<file path="src/rtl/irq_sel_pkg.sv">
package irq_sel_pkg;
  localparam int unsigned IRQ_LINES = 16;

  typedef enum logic [1:0] {
    PRIV_USER  = 2'd0,
    PRIV_SUPV  = 2'd1,
    PRIV_RSVD  = 2'd2,
    PRIV_MACH  = 2'd3
  } priv_e;
endpackage

</file>
<file path="src/rtl/irq_pend_reg.sv">
module irq_pend_reg #(
  parameter int unsigned N = 16
) (
  input  logic         clk,
  input  logic         rst_n,
  input  logic         we_i,
  input  logic [N-1:0] mask_i,
  input  logic [N-1:0] value_i,
  output logic [N-1:0] pend_o,
  output logic [N-1:0] old_o,
  output logic         req_o
);
  logic [N-1:0] pend_q, pend_d, old_q, old_d;
  logic         req_q, req_d;

  always_comb begin
    pend_d = pend_q;
    old_d  = old_q;
    req_d  = req_q;
    if (we_i) begin
      pend_d = (pend_q & ~mask_i) | (value_i & mask_i);
      old_d  = pend_q;
      req_d  = |pend_d;
    end
  end

  always_ff @(posedge clk or negedge rst_n) begin
    if (!rst_n) begin
      pend_q <= '0;
      old_q  <= '0;
      req_q  <= 1'b0;
    end else if (we_i) begin
      pend_q <= pend_d;
      old_q  <= old_d;
      req_q  <= req_d;
    end
  end

  assign pend_o = pend_q;
  assign old_o  = old_q;
  assign req_o  = req_q;

  p_hold_idle_r7: assert property (@(posedge clk) disable iff (!rst_n)
    !we_i |=> $stable(pend_o));
  p_old_returned_r7: assert property (@(posedge clk) disable iff (!rst_n)
    we_i |=> old_o == $past(pend_o));
  p_req_tracks_r8: assert property (@(posedge clk) disable iff (!rst_n)
    we_i |=> req_o == (pend_o != '0));
endmodule

</file>
<file path="src/rtl/irq_claim_reg.sv">
module irq_claim_reg #(
  parameter int unsigned N = 16
) (
  input  logic         clk,
  input  logic         rst_n,
  input  logic         req_i,
  input  logic [N-1:0] mask_i,
  output logic         ack_o,
  output logic         ok_o,
  output logic [N-1:0] claimed_o
);
  logic [N-1:0] own_q, own_d;
  logic         ack_q, ok_q, ok_d;
  logic         clash;

  assign clash = |(own_q & mask_i);

  always_comb begin
    own_d = own_q;
    ok_d  = ok_q;
    if (req_i) begin
      ok_d = !clash;
      if (!clash) own_d = own_q | mask_i;
    end
  end

  always_ff @(posedge clk or negedge rst_n) begin
    if (!rst_n) begin
      own_q <= '0;
      ok_q  <= 1'b0;
    end else if (req_i) begin
      own_q <= own_d;
      ok_q  <= ok_d;
    end
  end

  always_ff @(posedge clk or negedge rst_n) begin
    if (!rst_n) ack_q <= 1'b0;
    else        ack_q <= req_i;
  end

  assign ack_o     = ack_q;
  assign ok_o      = ok_q;
  assign claimed_o = own_q;

  p_fail_keeps_r9: assert property (@(posedge clk) disable iff (!rst_n)
    (ack_o && !ok_o) |-> claimed_o == $past(claimed_o));
  p_grant_covers_r9: assert property (@(posedge clk) disable iff (!rst_n)
    (ack_o && ok_o) |-> ($past(mask_i) & ~claimed_o) == '0);
  p_no_drop_r9: assert property (@(posedge clk) disable iff (!rst_n)
    ($past(claimed_o) & ~claimed_o) == '0);
endmodule

</file>
<file path="src/rtl/irq_prio_sel.sv">
module irq_prio_sel
  import irq_sel_pkg::*;
#(
  parameter int unsigned N  = 16,
  parameter int unsigned CW = $clog2(N)
) (
  input  logic          clk,
  input  logic          rst_n,
  input  logic [N-1:0]  pend_i,
  input  logic [N-1:0]  en_i,
  input  logic [N-1:0]  deleg_i,
  input  logic [1:0]    priv_i,
  input  logic          mie_i,
  input  logic          sie_i,
  output logic          hit_o,
  output logic [CW-1:0] idx_o
);
  logic         m_glob, s_glob;
  logic [N-1:0] cand, gated;

  assign m_glob = (priv_i != PRIV_MACH) || mie_i;
  assign s_glob = (priv_i == PRIV_USER) || ((priv_i == PRIV_SUPV) && sie_i);
  assign cand   = pend_i & en_i;

  for (genvar g = 0; g < N; g++) begin : g_gate
    assign gated[g] = cand[g] & (deleg_i[g] ? s_glob : m_glob);
  end

  always_comb begin
    idx_o = '0;
    for (int i = N - 1; i >= 0; i--) begin
      if (gated[i]) idx_o = i[CW-1:0];
    end
  end

  assign hit_o = |gated;

  p_priv_legal_r2: assert property (@(posedge clk) disable iff (!rst_n)
    priv_i != PRIV_RSVD);
  p_winner_cand_r1: assert property (@(posedge clk) disable iff (!rst_n)
    hit_o |-> cand[idx_o]);
  p_lowest_wins_r5: assert property (@(posedge clk) disable iff (!rst_n)
    hit_o |-> (gated & ((N'(1) << idx_o) - N'(1))) == '0);
  p_mach_masked_r3: assert property (@(posedge clk) disable iff (!rst_n)
    (priv_i == PRIV_MACH && !mie_i) |-> !hit_o);
endmodule

</file>
<file path="src/rtl/irq_select_top.sv">
module irq_select_top
  import irq_sel_pkg::*;
#(
  parameter int unsigned N_IRQ = IRQ_LINES,
  localparam int unsigned CW   = $clog2(N_IRQ)
) (
  input  logic             clk,
  input  logic             rst_n,
  input  logic             pend_we_i,
  input  logic [N_IRQ-1:0] pend_mask_i,
  input  logic [N_IRQ-1:0] pend_value_i,
  output logic [N_IRQ-1:0] pend_q_o,
  output logic [N_IRQ-1:0] pend_old_o,
  output logic             irq_req_o,
  input  logic [N_IRQ-1:0] enable_i,
  input  logic [N_IRQ-1:0] deleg_i,
  input  logic [1:0]       priv_i,
  input  logic             mie_i,
  input  logic             sie_i,
  output logic             take_o,
  output logic [CW-1:0]    cause_o,
  input  logic             claim_req_i,
  input  logic [N_IRQ-1:0] claim_mask_i,
  output logic             claim_ack_o,
  output logic             claim_ok_o,
  output logic [N_IRQ-1:0] claimed_o
);
  logic [N_IRQ-1:0] pend_cur;
  logic             hit;
  logic [CW-1:0]    idx;
  logic             take_q, take_d;
  logic [CW-1:0]    cause_q, cause_d;

  irq_pend_reg #(.N(N_IRQ)) u_pend (
    .clk(clk), .rst_n(rst_n), .we_i(pend_we_i), .mask_i(pend_mask_i),
    .value_i(pend_value_i), .pend_o(pend_cur), .old_o(pend_old_o),
    .req_o(irq_req_o)
  );

  irq_prio_sel #(.N(N_IRQ), .CW(CW)) u_sel (
    .clk(clk), .rst_n(rst_n), .pend_i(pend_cur), .en_i(enable_i),
    .deleg_i(deleg_i), .priv_i(priv_i), .mie_i(mie_i), .sie_i(sie_i),
    .hit_o(hit), .idx_o(idx)
  );

  irq_claim_reg #(.N(N_IRQ)) u_claim (
    .clk(clk), .rst_n(rst_n), .req_i(claim_req_i), .mask_i(claim_mask_i),
    .ack_o(claim_ack_o), .ok_o(claim_ok_o), .claimed_o(claimed_o)
  );

  always_comb begin
    take_d  = hit;
    cause_d = hit ? idx : '0;
  end

  always_ff @(posedge clk or negedge rst_n) begin
    if (!rst_n) begin
      take_q  <= 1'b0;
      cause_q <= '0;
    end else begin
      take_q  <= take_d;
      cause_q <= cause_d;
    end
  end

  assign pend_q_o = pend_cur;
  assign take_o   = take_q;
  assign cause_o  = cause_q;

  p_idle_cause_r6: assert property (@(posedge clk) disable iff (!rst_n)
    !take_o |-> cause_o == '0);
  p_take_pending_r1: assert property (@(posedge clk) disable iff (!rst_n)
    take_o |-> $past(pend_cur[idx]) || $past(pend_cur[cause_o]));
endmodule

</file>
<file path="config.mk">
export PLATFORM = sky130hd
export DESIGN_NAME = irq_select_top
export DESIGN_NICKNAME = d
export VERILOG_FILES = /design/src/rtl/irq_sel_pkg.sv /design/src/rtl/irq_pend_reg.sv /design/src/rtl/irq_claim_reg.sv /design/src/rtl/irq_prio_sel.sv /design/src/rtl/irq_select_top.sv
export SDC_FILE = /design/constraint.sdc
export NUM_CORES = 1
export LEC_CHECK = 0
export ABC_AREA = 1
export BUFFER_PORTS_ARGS = -buffer_cell sky130_fd_sc_hd__buf_2
export CORE_MARGIN = 4
export CORE_UTILIZATION = 25
export CTS_CLUSTER_DIAMETER = 40
export DETAILED_ROUTE_END_ITERATION = 6
export PLACE_DENSITY = 0.57
export SLEW_MARGIN = 40
export SYNTH_ARGS = -nofsm -noshare
export SYNTH_HDL_FRONTEND = slang
export SYNTH_SLANG_ARGS = --single-unit
export TNS_END_PERCENT = 100
</file>
<file path="constraint.sdc">
create_clock -name clk -period 1.4 [get_ports clk]
set_input_delay 0.14 -clock clk [delete_from_list [all_inputs] [get_ports clk]]
set_output_delay 0.14 -clock clk [all_outputs]
set_load 0.005 [all_outputs]
</file>
==> flow_summary.ini <==
[placed_design]
pre_cts_ws_ns = -0.1344
place.gp.congestion = 0.9327
dpl.cell_count = 638
dp_hpwl_um = 7589
port_buffers = 143

[drt]
detail_route.wl_per_cell_um = 14.40
ant_nets = 0
totalWireLength_um = 9392
top_layer = met4
drt_iter0_markers = 119
met1_length_um = 4094
dr_wl_met3_um = 427
dr_total_vias = 2879
drc = 0
first_pass_iters = 4
wl_met2_um = 4770
vias_per_cell = 4.416

[pwr]
ir_drop_v = 0.0004697
power.leakage_nw = 2.302
powerDensity_nw_per_um2 = 1054
total_power_mw = 4.546

[floorplan]
dieArea_um2 = 13050
placeableCoreArea_um2 = 10940
start_util_pct = 25.80
rows = 38
die_h_um = 114.2
num_io_pins = 144
chipWidth_um = 114.2

[sta]
tightestPinTransition_ns = 0.4988
period_share_pct = 108.5
setup_tns_ns = -0.2064
fmax_ghz = 0.6585
hold_viol = 0
grt_setup_unrepaired = yes
skew_ns = 0.006223
max_slew_margin_pct = 66.74
period_needed_ns = 1.519
drv_slew = 0
holdWs_ns = 0.09828
setup_slack_ns = -0.1187
setup_violations = 8

[logic_synthesis]
synth_top_area_cell = dfrtp_1
ys_seq_area_share_pct = 49.67
synth_cells = 331
synthAdderAreaFrac_pct = 0
synth_top_area_share_pct = 49.67
synth_common_cells = 96 x nand2_1, 56 x dfrtp_1, 46 x o21ai_0
synthMuxAreaShare_pct = 2.129
synth_top_family_by_area = compound AO/OA/AOI/OAI gates
synth-main-ff-cell = dfrtp_1
ys_warn_count = 0
ys_async_sr_fraction_pct = 100.0
synth-xor-area-share_pct = 0
ys_ff_latch = 56
syn_area_um2 = 2821
synth.avg_cell_area_um2 = 8.524
yosys.area_share.simple_pct = 19.11
synth.distinct_cells = 35
synth_edf_count = 0
yosysMostFrequentCell = nand2_1
yosys-top-cells-area = dfrtp_1 50%, nand2_1 13%, o21ai_0 8.2%
synth_nets = 419
synth_compound_area_share_pct = 20.71

[clock_network]
cts_made_buffers = 5
clock_sinks = 56
cts_buffer_depth = 2
cts_tree = built
clk_pin_slew_worst_paths_ns = 0.08
clock-root-buffer = clkbuf_16
clock_latency_ns = 0.29
cts-htree-levels = 2

[global_route]
antenna_found_initial = 0
grt_pass1_wl_um = 14550
track_usage_pct = 13.98
grt_max_degree = 27
grt.overflow.total = 0
grt_pass1_vias = 2888

[worst_setup_path]
r2r-end = cause_o[0]
path_buf_inv = 1
critPathLaunchType = register
cp_max_fo = 2
crit_family = simple AND/OR/NAND/NOR gates
path_cells = nand2_1 -> inv_2 -> nand2_2 -> nor2_4 -> nand2_1 -> nand2_1 -> nand2_1 -> nand2_1 -> nand2_1 -> nand2_1 -> nand2_1 -> nand2_1 -> nand2_1 -> nand2_1 -> nand2_1 -> nand2_1 -> nand2_1 -> a21oi_2
r2r_start = u_pend.pend_o[15]
critPathCaptureType = register
reg2reg_depth = 18
cp.arrival_ns = 1.74
critPathLaunch = u_pend.pend_o[15]
cpMostUsedCell = nand2_1
r2r_setup_slack_ns = -0.12
worstSetupPathType = register to register
required_ns = 1.62
cp_slowest_cell = dfrtp_1
cpPeakStageDelay_ns = 0.38

[min_path]
hold_class = primary input to register
worst_hold_path.endpoint = u_claim.claimed_o[3]
holdPathStages = 3
min-delay-start = claim_mask_i[3]

[layout]
stdcell_count = 652
drive_gt1_share_pct = 47.07
final_nets = 599
diodes = 0
syn_to_final_growth_pct = 52.82

[run_status]
status = finished with violations
failed_checks = negative setup slack

[job]
drv_cap = 0
[tightest hold or removal path: stages]
cell      delay [ns]
buf_2           0.11
inv_1           0.04
o21bai_1        0.06
[layout make-up]
| cell class | instances | area [um2] |
|---|---|---|
| well taps | 140 | 175.2 |
| repair buffers | 183 | 1096 |
| flip-flops and latches | 56 | 1401 |
| clock buffers | 5 | 125.1 |
| clock inverters | 3 | 46.29 |
| fillers | 1186 | 6624 |
| multi-input cells | 216 | 1284 |
| inverters | 49 | 183.9 |
[sequential cells by signal, indices dropped and copies added, names as in the netlist]
register and flops:
u_pend.req_o 1, u_pend.pend_o 16, cause_o 4, take_o 1, u_claim.ack_o 1, u_claim.ok_o 1, u_pend.old_o 16, u_claim.claimed_o 16
[power breakdown]
group | switching, mW | internal, mW | total (mW)
clock network | 0.598 | 0.855 | 1.45
registers | 0.139 | 1.81 | 1.95
logic | 0.578 | 0.566 | 1.14
total | 1.31 | 3.23 | 4.55
[how the worst max path moves through the flow]
stage	endpoint	slack, ns	cells after the start
after floorplan	cause_o[0]	0.005	18
after global placement	cause_o[0]	-0.09	16
after detailed placement	cause_o[0]	-0.13	15
after CTS	cause_o[0]	-0.11	18
after global routing	cause_o[0]	-0.33	18
final	cause_o[0]	-0.12	18
[metrics by stage]
stage | instance area [um2] | util [%]
2_1_floorplan | 2821 | -
3_3_place_gp | 3978 | 36.37
3_5_place_dp | 3978 | 36.37
4_1_cts | 4198 | 38.39
5_1_grt | 4312 | 39.43
6_report | 4312 | 39.43
[kinds of logic after synthesis]
logic type | Yosys count
mux | 6
buf+inv | 59
flops | 56
compound gates | 84
simple gates | 126
[per-layer routing]
layer	vias up	global-route usage, %
li1	1441	-
met1	1366	18.30
met2	65	24.51
met3	7	1.744
met4	0	3.405
met5	-	0
[cell usage in the layout, fill, tap and decap left out, drive strengths merged]
| cell | synthesis | routed |
|---|---|---|
| buf | 2 | 181 |
| nand4 | 3 | 3 |
| nand2 | 99 | 99 |
| clkinv | 0 | 1 |
| mux2i | 6 | 6 |
| o2111ai | 10 | 10 |
| nor4 | 2 | 2 |
| o211ai | 3 | 3 |
| nor3 | 4 | 4 |
| clkbuf | 8 | 5 |
| a31oi | 1 | 1 |
| nor2 | 12 | 12 |
| a21boi | 2 | 2 |
| dfrtp | 56 | 56 |
| o21bai | 10 | 10 |
| o22ai | 1 | 1 |
| a21oi | 7 | 7 |
| o21ai | 48 | 48 |
| nand3 | 5 | 5 |
| dlygate4sd3 | 0 | 2 |
| inv | 49 | 50 |
| bufinv | 0 | 1 |
| nand3b | 1 | 1 |
| a221oi | 2 | 2 |
[repair_timing]
item	in CTS	in global routing
setup buffers	1	3
resized for setup	13	34
pin swaps	6	9
cloned	0	1
endpoints found under the setup margin	5	22
hold buffers	2	0
endpoints found under the hold margin	19	0
Power figures use the tool's default switching activity.
